`src/rtl/wdog_pkg.sv`:
```
package wdog_pkg;
   // register word indices
   localparam int W_CNTDATA = 0;
   localparam int W_STATUS  = 1;
   localparam int W_CTRL    = 2;
   localparam int W_MISC    = 3;
   localparam int W_TIMER   = 4;

   // bit positions
   localparam int S1_TMO    = 3;
   localparam int S1_DIN    = 8;
   localparam int S1_DOUT   = 9;
   localparam int S2_SECOND = 1;
   localparam int S2_BOOT   = 2;
   localparam int C1_HALT   = 11;
   localparam int C1_LOCK   = 12;

   // reset values
   localparam logic [15:0] CTRL2_RST = 16'h0008;
   localparam logic [15:0] TIMER_RST = 16'h0004;
   localparam logic [7:0]  IRQG_RST  = 8'h03;

   typedef enum logic [1:0] {
      ACT_NONE     = 2'd0,
      ACT_RESET    = 2'd1,
      ACT_PAUSE    = 2'd2,
      ACT_SHUTDOWN = 2'd3
   } act_e;

   function automatic logic [15:0] merge16(input logic [15:0] old_v,
                                           input logic [15:0] new_v,
                                           input logic [1:0]  be);
      logic [15:0] m;
      m = {{8{be[1]}}, {8{be[0]}}};
      return (old_v & ~m) | (new_v & m);
   endfunction

   function automatic logic [15:0] w1c16(input logic [15:0] old_v,
                                         input logic [15:0] wr_v,
                                         input logic [1:0]  be);
      return old_v & ~(wr_v & {{8{be[1]}}, {8{be[0]}}});
   endfunction
endpackage

```
`src/rtl/wdog_prescaler.sv`:
```
module wdog_prescaler #(
   parameter int unsigned TICK_CYCLES = 150_000_000
) (
   input  logic clk,
   input  logic rst_n,
   input  logic run,
   input  logic restart,
   output logic tick
);
   localparam int unsigned PW = (TICK_CYCLES > 1) ? $clog2(TICK_CYCLES) : 1;
   localparam logic [PW-1:0] LAST = PW'(TICK_CYCLES - 1);

   if (TICK_CYCLES < 2) begin : g_bad_tick
      $error("wdog_prescaler: TICK_CYCLES must be at least 2");
   end

   logic [PW-1:0] div_q;

   always_ff @(posedge clk) begin
      if (!rst_n || restart) begin
         div_q <= '0;
      end else if (run) begin
         if (div_q == LAST) div_q <= '0;
         else               div_q <= div_q + PW'(1);
      end
   end

   assign tick = run && !restart && (div_q == LAST);
endmodule

```
`src/rtl/wdog_counter.sv`:
```
module wdog_counter #(
   parameter int TMR_W = 10
) (
   input  logic             clk,
   input  logic             rst_n,
   input  logic             tick,
   input  logic             reload,
   input  logic [TMR_W-1:0] load_val,
   output logic [TMR_W-1:0] count,
   output logic             expire
);
   logic [TMR_W-1:0] cnt_q;
   logic             exp_q;

   always_ff @(posedge clk) begin
      if (!rst_n) begin
         cnt_q <= '0;
         exp_q <= 1'b0;
      end else begin
         exp_q <= 1'b0;
         if (reload) begin
            cnt_q <= load_val;
         end else if (tick) begin
            if (cnt_q <= TMR_W'(1)) begin
               cnt_q <= load_val;   // wrap and keep running
               exp_q <= 1'b1;
            end else begin
               cnt_q <= cnt_q - TMR_W'(1);
            end
         end
      end
   end

   assign count  = cnt_q;
   assign expire = exp_q;
endmodule

```
`src/rtl/wdog_stage.sv`:
```
module wdog_stage (
   input  logic       clk,
   input  logic       rst_n,
   input  logic       expire,
   input  logic       rearm,
   input  logic       no_reboot,
   input  logic [1:0] act_sel,
   output logic       second_hit,
   output logic       boot_hit,
   output logic       act_pulse,
   output logic [1:0] act_code
);
   logic       armed_q;
   logic       pulse_q;
   logic [1:0] code_q;

   assign second_hit = expire && armed_q;
   assign boot_hit   = second_hit && !no_reboot;

   always_ff @(posedge clk) begin
      if (!rst_n) begin
         armed_q <= 1'b0;
         pulse_q <= 1'b0;
         code_q  <= 2'd0;
      end else begin
         pulse_q <= boot_hit;
         if (boot_hit) code_q <= act_sel;
         if (rearm)       armed_q <= 1'b0;
         else if (expire) armed_q <= !armed_q;
      end
   end

   assign act_pulse = pulse_q;
   assign act_code  = code_q;
endmodule

```
`src/rtl/wdog_regs.sv`:
```
module wdog_regs
   import wdog_pkg::*;
#(
   parameter int ADDR_W = 3,
   parameter int TMR_W  = 10
) (
   input  logic              clk,
   input  logic              rst_n,
   input  logic              bus_wr,
   input  logic [ADDR_W-1:0] bus_idx,
   input  logic [3:0]        bus_wstrb,
   input  logic [31:0]       bus_wdata,
   output logic [31:0]       bus_rdata,
   input  logic [TMR_W-1:0]  count,
   input  logic              expire,
   input  logic              second_hit,
   input  logic              boot_hit,
   output logic              reload,
   output logic              halt,
   output logic              lock,
   output logic              sts2_second,
   output logic [TMR_W-1:0]  timer_val
);
   logic [7:0]       din_q, dout_q, msg1_q, msg2_q, wdc_q, irqg_q;
   logic [15:0]      sts1_q, sts2_q, ctrl2_q;
   logic             halt_q, lock_q;
   logic [TMR_W-1:0] tmr_q;
   logic [15:0]      cnt_rd, tmr_rd, ctrl1_rd;
   logic [15:0]      sts1_n, sts2_n;

   logic wr_cd, wr_st, wr_ct, wr_mi, wr_tm;
   assign wr_cd = bus_wr && (bus_idx == ADDR_W'(W_CNTDATA));
   assign wr_st = bus_wr && (bus_idx == ADDR_W'(W_STATUS));
   assign wr_ct = bus_wr && (bus_idx == ADDR_W'(W_CTRL));
   assign wr_mi = bus_wr && (bus_idx == ADDR_W'(W_MISC));
   assign wr_tm = bus_wr && (bus_idx == ADDR_W'(W_TIMER));

   assign reload = wr_cd && (bus_wstrb[0] || bus_wstrb[1]);

   // zero-pad the narrow fields to the 16-bit register view
   if (TMR_W < 16) begin : g_pad
      assign cnt_rd = {{(16-TMR_W){1'b0}}, count};
      assign tmr_rd = {{(16-TMR_W){1'b0}}, tmr_q};
   end else begin : g_full
      assign cnt_rd = count;
      assign tmr_rd = tmr_q;
   end

   always_comb begin
      ctrl1_rd          = '0;
      ctrl1_rd[C1_HALT] = halt_q;
      ctrl1_rd[C1_LOCK] = lock_q;
   end

   // plain storage and control
   always_ff @(posedge clk) begin
      if (!rst_n) begin
         din_q   <= '0;
         dout_q  <= '0;
         msg1_q  <= '0;
         msg2_q  <= '0;
         wdc_q   <= '0;
         irqg_q  <= IRQG_RST;
         ctrl2_q <= CTRL2_RST;
         halt_q  <= 1'b0;
         lock_q  <= 1'b0;
         tmr_q   <= TMR_W'(TIMER_RST);
      end else begin
         if (wr_cd && bus_wstrb[2]) din_q  <= bus_wdata[23:16];
         if (wr_cd && bus_wstrb[3]) dout_q <= bus_wdata[31:24];
         if (wr_ct) begin
            if (bus_wstrb[1]) begin
               halt_q <= bus_wdata[C1_HALT];
               lock_q <= lock_q | bus_wdata[C1_LOCK];
            end
            ctrl2_q <= merge16(ctrl2_q, bus_wdata[31:16], bus_wstrb[3:2]);
         end
         if (wr_mi) begin
            if (bus_wstrb[0]) msg1_q <= bus_wdata[7:0];
            if (bus_wstrb[1]) msg2_q <= bus_wdata[15:8];
            if (bus_wstrb[2]) wdc_q  <= bus_wdata[23:16];
            if (bus_wstrb[3]) irqg_q <= bus_wdata[31:24];
         end
         if (wr_tm)
            tmr_q <= TMR_W'(merge16(tmr_rd, bus_wdata[15:0], bus_wstrb[1:0]));
      end
   end

   // sticky status: hardware set wins over a same-cycle clear
   always_comb begin
      sts1_n = wr_st ? w1c16(sts1_q, bus_wdata[15:0], bus_wstrb[1:0]) : sts1_q;
      sts2_n = wr_st ? w1c16(sts2_q, bus_wdata[31:16], bus_wstrb[3:2]) : sts2_q;
      if (expire)                    sts1_n[S1_TMO]    = 1'b1;
      if (wr_cd && bus_wstrb[2])     sts1_n[S1_DIN]    = 1'b1;
      if (wr_cd && bus_wstrb[3])     sts1_n[S1_DOUT]   = 1'b1;
      if (second_hit)                sts2_n[S2_SECOND] = 1'b1;
      if (boot_hit)                  sts2_n[S2_BOOT]   = 1'b1;
   end

   always_ff @(posedge clk) begin
      if (!rst_n) begin
         sts1_q <= '0;
         sts2_q <= '0;
      end else begin
         sts1_q <= sts1_n;
         sts2_q <= sts2_n;
      end
   end

   always_comb begin
      case (bus_idx)
         ADDR_W'(W_CNTDATA): bus_rdata = {dout_q, din_q, cnt_rd};
         ADDR_W'(W_STATUS):  bus_rdata = {sts2_q, sts1_q};
         ADDR_W'(W_CTRL):    bus_rdata = {ctrl2_q, ctrl1_rd};
         ADDR_W'(W_MISC):    bus_rdata = {irqg_q, wdc_q, msg2_q, msg1_q};
         ADDR_W'(W_TIMER):   bus_rdata = {16'h0000, tmr_rd};
         default:            bus_rdata = '0;
      endcase
   end

   assign halt        = halt_q;
   assign lock        = lock_q;
   assign sts2_second = sts2_q[S2_SECOND];
   assign timer_val   = tmr_q;
endmodule

```
`src/rtl/wdog_twostage.sv`:
```
module wdog_twostage #(
   parameter int unsigned CLK_HZ      = 250_000_000,
   parameter int unsigned TICK_TENTHS = 6,
   parameter int          TMR_W       = 10,
   parameter int          ADDR_W      = 3
) (
   input  logic              clk,
   input  logic              rst_n,
   input  logic              bus_wr,
   input  logic [ADDR_W-1:0] bus_idx,
   input  logic [3:0]        bus_wstrb,
   input  logic [31:0]       bus_wdata,
   output logic [31:0]       bus_rdata,
   input  logic              no_reboot,
   input  logic [1:0]        act_sel,
   output logic              act_pulse,
   output logic [1:0]        act_code
);
   localparam int unsigned TICK_CYCLES = (CLK_HZ / 10) * TICK_TENTHS;

   if (TMR_W < 2 || TMR_W > 16) begin : g_bad_w
      $error("wdog_twostage: TMR_W must be 2..16");
   end
   if (ADDR_W < 3) begin : g_bad_a
      $error("wdog_twostage: ADDR_W must reach five words");
   end
   if (TICK_TENTHS < 1) begin : g_bad_t
      $error("wdog_twostage: TICK_TENTHS must be positive");
   end

   logic             tick_w, reload_w, halt_w, lock_w, expire_w;
   logic             second_w, boot_w, sts2_second;
   logic [TMR_W-1:0] count_w, tval_w;

   wdog_prescaler #(.TICK_CYCLES(TICK_CYCLES)) u_pre (
      .clk(clk), .rst_n(rst_n), .run(!halt_w), .restart(reload_w), .tick(tick_w)
   );

   wdog_counter #(.TMR_W(TMR_W)) u_cnt (
      .clk(clk), .rst_n(rst_n), .tick(tick_w), .reload(reload_w),
      .load_val(tval_w), .count(count_w), .expire(expire_w)
   );

   wdog_stage u_stage (
      .clk(clk), .rst_n(rst_n), .expire(expire_w), .rearm(reload_w),
      .no_reboot(no_reboot), .act_sel(act_sel), .second_hit(second_w),
      .boot_hit(boot_w), .act_pulse(act_pulse), .act_code(act_code)
   );

   wdog_regs #(.ADDR_W(ADDR_W), .TMR_W(TMR_W)) u_regs (
      .clk(clk), .rst_n(rst_n), .bus_wr(bus_wr), .bus_idx(bus_idx),
      .bus_wstrb(bus_wstrb), .bus_wdata(bus_wdata), .bus_rdata(bus_rdata),
      .count(count_w), .expire(expire_w), .second_hit(second_w),
      .boot_hit(boot_w), .reload(reload_w), .halt(halt_w), .lock(lock_w),
      .sts2_second(sts2_second), .timer_val(tval_w)
   );
endmodule

```
`config.mk`:
```
export PLATFORM = sky130hd
export DESIGN_NAME = wdog_twostage
export DESIGN_NICKNAME = d
export VERILOG_FILES = /design/src/rtl/wdog_pkg.sv /design/src/rtl/wdog_prescaler.sv /design/src/rtl/wdog_counter.sv /design/src/rtl/wdog_stage.sv /design/src/rtl/wdog_regs.sv /design/src/rtl/wdog_twostage.sv
export SDC_FILE = /design/constraint.sdc
export NUM_CORES = 1
export LEC_CHECK = 0
export BUFFER_PORTS_ARGS = -buffer_cell sky130_fd_sc_hd__buf_2
export CAP_MARGIN = 20
export CORE_MARGIN = 2
export CORE_UTILIZATION = 28
export CTS_CLUSTER_DIAMETER = 60
export CTS_CLUSTER_SIZE = 30
export DETAILED_ROUTE_END_ITERATION = 8
export PLACE_DENSITY = 0.54
export SLEW_MARGIN = 15
export SYNTH_ARGS = -nofsm -noshare
export SYNTH_HDL_FRONTEND = slang
export SYNTH_SLANG_ARGS = --single-unit
```
`constraint.sdc`:
```
create_clock -name clk -period 2.59 [get_ports clk]
set_clock_uncertainty 0.2 [all_clocks]
set_input_delay 0.1295 -clock clk [delete_from_list [all_inputs] [get_ports clk]]
set_output_delay 0.1295 -clock clk [all_outputs]
set_load 0.02 [all_outputs]
```
==> results of run 1 <==
==> where the power goes <==
group	leakage [nW]	internal, mW	total, mW	switching, mW
sequential	1.22	2.34	2.36	0.0150
clock	0.272	1.38	2.47	1.09
combinational	1.71	0.131	0.333	0.202
==> cell type report <==
class / instances / area (sq um) / share of cell area [%]
Multi-Input combinational cell: 593 / 3280 / 39.2
Sequential cell: 151 / 3020 / 36.1
Timing Repair Buffer: 152 / 1080 / 12.9
Clock buffer: 19 / 443 / 5.29
Tap cell: 313 / 392 / 4.68
Clock inverter: 13 / 140 / 1.67
Inverter: 4 / 15.0 / 0.179
Antenna cell: 1 / 2.50 / 0.0299
==> worst min-delay path, stage by stage <==
cell and delay [ns]:
buf_2 0.13, and3_1 0.21, a21oi_1 0.08, nor2_1 0.07
==> cells by family after synthesis <==
group,share of synthesized area (%)
DFF,46.4
adders and majority gates,0.576
and+or+nand+nor,24.2
muxes,1.11
xor gates and xnor gates,3.63
AOI/OAI and AO/OA,20.5
buffers and inverters,3.59
==> Yosys cell counts (4+ instances only) <==
master / n
clkbuf_1: 48
nor2_1: 50
nand4_1: 11
nor3_1: 9
and3_1: 19
o21ai_0: 13
xor2_1: 21
o21a_1: 5
xnor2_1: 6
buf_2: 4
o211ai_1: 4
mux2i_1: 5
a21oi_1: 112
or3_1: 5
a221o_1: 26
dfxtp_1: 151
o22ai_1: 4
a22oi_1: 7
nand2_1: 194
nand3_1: 31
inv_1: 4
and2_1: 4
a22o_1: 31
==> through the flow <==
step | hold slack, ns | worst slack, ns | std cells
detailed placement | 0.129 | 0.325 | 1169
CTS | 0.0170 | 0.311 | 1245
finish | 0.0227 | 0.275 | 1246
floorplan | 0.00881 | 0.303 | 803
global route | 0.0519 | 0.113 | 1246
global placement | 0.125 | 0.360 | 1169
==> timing repair <==
item / 4_1_cts / 5_1_grt
hold endpoints to repair: 111 / 0
endpoints found under the setup margin: 0 / 0
hold buffers: 44 / 0
==> worst max-delay path by stage <==
| stage | endpoint | slack (ns) | depth (start not counted) |
|---|---|---|---|
| after CTS | u_cnt.count[9] | 0.31 | 7 |
| after global routing | u_cnt.count[1] | 0.11 | 7 |
| final | u_cnt.count[9] | 0.27 | 7 |
| after floorplan | u_cnt.count[6] | 0.30 | 7 |
| after global placement | u_cnt.count[9] | 0.36 | 7 |
| after detailed placement | u_cnt.count[9] | 0.33 | 7 |
==> metal layers <==
layer  vias to the layer above  GRT usage, %  part of all wire, %
met5                         -             0                0.036
met4                         2          4.37                  1.3
met3                        19          3.90                  4.9
met2                       134          26.9                   48
met1                      2872          20.8                   45
li1                       3064             -                    -
==> flow_summary.yaml, run 1 <==
detailed_routing:
  drcViolationCount: 0
  post_drt_wl_per_cell_um: 15.5
  wl_um: 19300
  vias_per_cell: 4.89
  drtAntennaViolNets: 0
  drt-pass1-iter-count: 6
  drt-initial-drc-count: 317
  vias: 6091
pwr:
  leakage_nw: 3.20
  power.total_mw: 5.16
  vdd_drop_max_mv: 0.387
  powerDensity_mw_per_mm2: 616
worst_setup_path:
  ff2ff_setup_slack_ns: 0.27
  crit_buf_inv: 2
  cp_common_cell: "buf_4"
  cp_slowest_cell: "or4_1"
  critPathMaxFanout: 9
  crit_family: "simple AND/OR/NAND/NOR gates"
  start_kind: "flop"
  path_class: "reg -> reg"
  reg2reg_to: "u_cnt.count[9]"
  r2r_start: "u_cnt.count[4]"
  cp.required_ns: 2.69
  slowest_delay_ns: 0.58
  worstSetupEndpointType: "flop"
  cp.arrival_ns: 2.42
  critPathLaunch: "u_cnt.count[4]"
  path_cells: "or4_1 -> buf_4 -> nor4_2 -> buf_4 -> nor2_1 -> mux2i_1 -> o22ai_1"
  worstRegToRegCells: 7
logic_synthesis:
  synth_edf_count: 0
  seq_area_frac_synth_pct: 46.4
  ys_ff_latch: 151
  async_flop_share_pct: 0
  syn_avg_cell_area_sq_um: 8.12
  synthFlopType: "dfxtp_1"
  syn_inst: 803
  synth_top_cell_area_share_pct: 46.4
  yosys_warnings: 0
  synth_top_cell_by_area: "dfxtp_1"
  ys_top_cells_by_area: "dfxtp_1 46%, nand2_1 11%, a21oi_1 8.6%, a22o_1 4.2%, a221o_1 4.0%"
  syn-num-nets: 851
  synthesis.area_sq_mm: 0.00652
  ys_types: 43
sta:
  slew-limit-headroom_pct: 62.0
  tightest_slew_ns: 0.568
  finalSetupViolCount: 0
  rsz0062_at_grt: "false"
  timing.setup.tns_ns: 0
  period_share_pct: 89.4
  clock.fmax_mhz: 432
  maxSlewViolCount: 0
  hold_viol: 0
  min_period_ns: 2.32
finish:
  layout_commonest_cell: "nand2_1"
  fin_area_sq_mm: 0.00838
  drive_above_1_share_pct: 16.4
  syn_to_final_growth_pct: 28.5
  nets: 967
  utilization_pct: 36.8
  fill_cells: 2408
  final_cell_mix: "194 x nand2_1, 151 x dfxtp_1, 112 x a21oi_1, 79 x buf_2, 49 x nor2_1"
run:
  drv_cap: 0
placement:
  gp_congestion: 0.802
  place_area_sq_mm: 0.00735
  io_buffer_count: 79
  post-dp-hpwl_um: 12700
clock_network:
  insertion_delay_ns: 0.43
  clk_pin_slew_ns: 0.07
  cts-buffers-inserted: 17
  cts_tree: "yes"
  cts.sinks: 151
  cts_root_buffer: "clkbuf_16"
  clockBufferDepth: 2
  cts_resized: 0
  cts_max_level: 4
  postCtsSetupBuffers: 0
die:
  die_y_um: 157
  die_x_um: 157
  rows: 55
  start_util_pct: 28.6
  core_area_sq_mm: 0.0228
  io_pins: 80
  die_area_sq_mm: 0.0245
global_route:
  antenna_found_initial: 2
  grt_overflow: 0
  grt_pass1_vias: 5859
  grt_pass1_wl_um: 31100
  grt_start_max_net_pins: 43
  grt_usage_pct: 16.1
worst_hold_path:
  holdPathEnd: "u_regs.lock"
  holdPathStages: 4
  hp-start: "bus_wstrb[1]"
  hp-class: "in -> reg"
status:
  outcome: "finished clean"
No activity file was read; power rests on OpenSTA's default activity.
==> inputs of run 2 (changes only) <==
- CORE_UTILIZATION: 28 -> 58
- PLACE_DENSITY: 0.54 -> 0.9
==> run 2 against run 1 <==
Sequential share of layout area increased by 0.66 points. Global-route usage increased by 16 points. Power decreased by 0.95%. Die area decreased by 51%. Flip-flop and latch count unchanged. Sequential power about the same. Via count increased by 11%. Clock power decreased by 2%. Final area decreased by 1.8%. Maximum frequency decreased by 3.4%. Cell count decreased by 13%. Non-clock buffer count increased by 6. Critical endpoint is now u_cnt.count[5].
==> flow_summary.yaml, run 2 (synthesis gave the netlist of run 1 again) <==
status:
  outcome: "finished clean"
die:
  die_x_um: 110
  start_util_pct: 59.9
  die_area_sq_mm: 0.0121
  die_y_um: 110
  rows: 38
  core_area_sq_mm: 0.0109
  io_pins: 80
clock_network:
  clockBufferDepth: 2
  insertion_delay_ns: 0.54
  postCtsSetupBuffers: 0
  cts_root_buffer: "clkbuf_8"
  clk_pin_slew_ns: 0.07
  cts.sinks: 151
  cts-buffers-inserted: 17
  cts_tree: "yes"
  cts_max_level: 4
worst_setup_path:
  cp_slowest_cell: "or4_1"
  r2r_start: "u_cnt.count[4]"
  worstSetupEndpointType: "flop"
  path_cells: "or4_1 -> or4_4 -> nand3_1 -> a22oi_1 -> o21a_1"
  start_kind: "flop"
  critPathMaxFanout: 9
  path_class: "reg -> reg"
  crit_buf_inv: 0
  crit_family: "simple AND/OR/NAND/NOR gates"
  slowest_delay_ns: 0.65
  reg2reg_to: "u_cnt.count[5]"
  cp.arrival_ns: 2.63
  cp.depth: 5
  ff2ff_setup_slack_ns: 0.19
  cp.required_ns: 2.82
  worstRegToRegCells: 5
global_route:
  grt_overflow: 0
  busiest_layer: "met2"
  grt_use_met1_pct: 37.9
  grt_pass1_wl_um: 30100
  grt_start_max_net_pins: 70
  grt_pass1_vias: 6371
  use_met3_pct: 7.52
  antenna_found_initial: 0
  grtUsageMet2_pct: 54.4
  grt_usage_pct: 32.2
run:
  drv_cap: 0
detailed_routing:
  post_drt_wl_per_cell_um: 17.9
  drcViolationCount: 0
  drt-pass1-iter-count: 6
  vias_per_cell: 6.29
  wl_um: 19300
  vias: 6781
  drtAntennaViolNets: 0
  drt-initial-drc-count: 904
pwr:
  powerDensity_mw_per_mm2: 621
  leakage_nw: 3.24
  vdd_drop_max_mv: 0.609
  power.total_mw: 5.11
finish:
  final_cell_mix: "194 x nand2_1, 151 x dfxtp_1, 112 x a21oi_1, 79 x buf_2, 57 x dlygate4sd3_1"
  syn_to_final_growth_pct: 26.2
  nets: 973
  finalNonFillerCells: 1078
  fill_cells: 669
  drive_above_1_share_pct: 15.7
  layout_commonest_cell: "nand2_1"
  diodes: 0
  utilization_pct: 75.5
  fin_area_sq_mm: 0.00823
sta:
  tightest_slew_ns: 0.602
  clock.fmax_mhz: 417
  whs_ns: 0.132
  min_period_ns: 2.40
  rsz0062_at_grt: "false"
  hold_viol: 0
  maxSlewViolCount: 0
  timing.setup.tns_ns: 0
  finalSetupViolCount: 0
  period_share_pct: 92.6
  setup_slack_ns: 0.193
  slew-limit-headroom_pct: 59.7
worst_hold_path:
  hp-start: "bus_idx[0]"
  hp-class: "in -> reg"
  holdPathStages: 5
placement:
  post-dp-hpwl_um: 11000
  place_area_sq_mm: 0.00708
  dp.cells: 989
  pre_cts_ws_ns: 0.247
  io_buffer_count: 79
  gp_congestion: 0.849
==> run 2: changes by cell type in the layout (fill, tap and decap cells not counted), sizes merged <==
cell and change:
dlygate4sd3 +13, buf -7, clkinvlp -2, clkinv +1, diode -1, inv +1
==> run 2: worst max path at each step <==
stage | end | from | slack (ns)
2_1_floorplan | u_cnt.count[6] | u_cnt.count[4] | 0.30
3_3_place_gp | u_cnt.count[6] | u_cnt.count[4] | 0.29
3_5_place_dp | u_cnt.count[5] | u_cnt.count[4] | 0.25
4_1_cts | u_cnt.count[5] | u_cnt.count[4] | 0.23
5_1_grt | u_cnt.count[5] | u_cnt.count[4] | 0.09
6_report | u_cnt.count[5] | u_cnt.count[4] | 0.19
==> run 2: worst min-delay path: stages <==
cell and delay (ns):
buf_2 0.17, nor3b_2 0.11, and3_1 0.23, mux2i_1 0.12
nor2_1 0.07
==> run 2: timing repair <==
action,CTS,global route
endpoints found under the hold margin,121,0
resized for setup,0,0
setup endpoints to repair,0,0
hold buffers,57,0
==> run 2: metal layers <==
metal / share of wire, % / up-vias
li1: - / 3073
met1: 38 / 3202
met2: 49 / 426
met3: 9.2 / 80
met4: 3.5 / 0
met5: 0 / -
==> run 2: cell type report <==
type	count	area [sq um]	share of cell area, %
multi-input combinational	593	3280	39.9
sequential	151	3020	36.8
timing repair buffer	158	1160	14.1
clock buffer	19	442	5.37
tap	140	175	2.13
clock inverter	13	136	1.66
inverter	4	15.0	0.183
==> run 2: power breakdown <==
| part | switching [mW] | internal (mW) | total (mW) |
|---|---|---|---|
| clock network | 1.06 | 1.36 | 2.41 |
| logic | 0.202 | 0.133 | 0.334 |
| registers | 0.0165 | 2.34 | 2.36 |
==> inputs of run 3 (changes only) <==
==> constraint.sdc (replaced) <==
create_clock -name clk -period 2.59 [get_ports clk]
set_clock_uncertainty 0.2 [all_clocks]
set_input_delay 0.3885 -clock clk [delete_from_list [all_inputs] [get_ports clk]]
set_output_delay 0.3885 -clock clk [all_outputs]
set_load 0.02 [all_outputs]
==> run 3 against run 2 <==
Non-clock buffer count fell by 20. Largest power group unchanged. Register-to-register slack got worse by 0.04 ns. Flip-flop and latch count did not move. Maximum frequency fell by 1.8%. Worst hold slack got worse by 0.031 ns. Sequential power barely moved. Final area fell by 1.7%. Critical endpoint is now u_cnt.count[8].
==> flow_summary.yaml, run 3 (synthesis gave the netlist of run 1 again) <==
detailed_routing:
  vias_per_cell: 6.25
  drt-initial-drc-count: 896
  vias: 6610
  drt-pass1-iter-count: 6
  drcViolationCount: 0
  post_drt_wl_per_cell_um: 18.0
  drtAntennaViolNets: 0
  wl_um: 19000
finish:
  fill_cells: 680
  drive_above_1_share_pct: 16.1
  nets: 953
  syn_to_final_growth_pct: 24.0
  final_cell_mix: "194 x nand2_1, 151 x dfxtp_1, 112 x a21oi_1, 79 x buf_2, 49 x nor2_1"
  diodes: 0
  layout_commonest_cell: "nand2_1"
global_route:
  busiest_layer: "met2"
  grt_pass1_vias: 6423
  grt_usage_pct: 32.2
  grt_overflow: 0
  use_met3_pct: 8.41
  grt_use_met1_pct: 38.9
  antenna_found_initial: 0
  grt_pass1_wl_um: 30600
  grtUsageMet2_pct: 52.8
  grt_start_max_net_pins: 51
sta:
  slew-limit-headroom_pct: 56.9
  maxSlewViolCount: 0
  min_period_ns: 2.44
  rsz0062_at_grt: "false"
  clock.fmax_mhz: 410
  whs_ns: 0.101
  tightest_slew_ns: 0.644
  timing.setup.tns_ns: 0
  hold_viol: 0
  period_share_pct: 94.2
  finalSetupViolCount: 0
pwr:
  power.share.clock_pct: 48.0
  vdd_drop_max_mv: 0.683
  switchingPower_mw: 1.28
  internal_power_mw: 3.91
  p_comb_share_pct: 6.5
  switching_share_pct: 24.7
  p_seq_share_pct: 45.5
  leakage_nw: 3.14
  powerDensity_mw_per_mm2: 642
clock_network:
  clockBufferDepth: 2
  cts_root_buffer: "clkbuf_8"
  cts_max_level: 4
  clk_pin_slew_ns: 0.07
  cts_tree: "yes"
  cts.sinks: 151
  insertion_delay_ns: 0.54
  cts-buffers-inserted: 17
worst_setup_path:
  slowest_delay_ns: 0.68
  worstSetupEndpointType: "flop"
  cp_slowest_cell: "or4_1"
  critPathMaxFanout: 8
  worstRegToRegCells: 6
  r2r_start: "u_cnt.count[4]"
  cp.required_ns: 2.87
  crit_family: "simple AND/OR/NAND/NOR gates"
  cp.arrival_ns: 2.72
  reg2reg_to: "u_cnt.count[8]"
  path_cells: "or4_1 -> nor4_2 -> buf_4 -> o21ai_0 -> a22oi_1 -> o21a_1"
  crit_buf_inv: 1
  cp.depth: 6
  ff2ff_setup_slack_ns: 0.15
  path_class: "reg -> reg"
  start_kind: "flop"
worst_hold_path:
  holdPathStages: 3
  hp-class: "in -> reg"
  holdPathEnd: "u_regs.sts1_q[9]"
  hp-start: "rst_n"
die:
  die_area_sq_mm: 0.0121
  start_util_pct: 59.9
  core_area_sq_mm: 0.0109
  rows: 38
  io_pins: 80
  die_x_um: 110
  die_y_um: 110
run:
  drv_cap: 0
placement:
  post-dp-hpwl_um: 10700
  gp_congestion: 0.879
  io_buffer_count: 79
status:
  outcome: "finished clean"
run 3: changes by cell type in the layout (fill, tap and decap cells not counted):
cell | before | now
clkbuf_1 | 0 | 1
clkinvlp_4 | 2 | 1
bufinv_16 | 1 | 2
clkbuf_8 | 3 | 2
buf_12 | 2 | 6
clkinv_4 | 3 | 2
dlygate4sd3_1 | 57 | 35
inv_6 | 3 | 4
buf_4 | 20 | 18
run 3: area by class of cell:
cell class                 instances  area (sq um)  area share, %
inverter                           4          15.0          0.186
clock inverter                    13           159           1.97
tap                              140           175           2.17
timing repair buffer             138          1000           12.4
clock buffer                      19           432           5.34
multi-input combinational        593          3280           40.6
sequential                       151          3020           37.4
run 3: worst max path at each step:
| stage | slack [ns] | startpoint | end |
|---|---|---|---|
| final | 0.15 | u_cnt.count[4] | u_cnt.count[8] |
| after global routing | 0.03 | u_cnt.count[4] | u_cnt.count[8] |
| after detailed placement | 0.27 | u_cnt.count[4] | u_cnt.count[6] |
| after global placement | 0.30 | u_cnt.count[4] | u_cnt.count[6] |
| after CTS | 0.23 | u_cnt.count[4] | u_cnt.count[6] |
| after floorplan | 0.08 | bus_idx[1] | bus_rdata[16] |
run 3: power groups by stage:
stage | clock network (mW) | registers [mW] | logic [mW]
after floorplan | 0 | 2.41 | 0.153
after global placement | 0 | 2.41 | 0.274
after detailed placement | 0 | 2.41 | 0.279
after CTS | 2.48 | 2.36 | 0.323
after global routing | 2.59 | 2.36 | 0.357
final | 2.49 | 2.36 | 0.338
run 3: per-stage QoR:
| stage | setup WS, ns | instances | instance area (sq um) | total power, mW | utilization, % |
|---|---|---|---|---|---|
| after floorplan | 0.0788 | 803 | 6520 | 2.56 | - |
| after global placement | 0.296 | 991 | 7140 | 2.68 | 65.6 |
| after detailed placement | 0.265 | 991 | 7140 | 2.69 | 65.6 |
| after CTS | 0.232 | 1058 | 8080 | 5.16 | 74.2 |
| after global routing | 0.0274 | 1058 | 8080 | 5.31 | 74.2 |
| final | 0.149 | 1058 | 8080 | 5.19 | 74.2 |
run 3: tightest hold or removal path, cell delays in order:
cell and delay [ns]:
buf_2 0.12, inv_2 0.16, nor2_1 0.13
run 3: metal layers:
layer	wire length (um)	up-vias
met5	0	-
met4	744	0
met3	1750	84
met2	9090	431
met1	7430	3056
li1	-	3039
run 3: repair_timing:
action                                 in CTS  in global routing
endpoints found under the hold margin     106                  0
hold buffers                               35                  0
buffers inserted                            0                  0
resized for setup                           0                  0
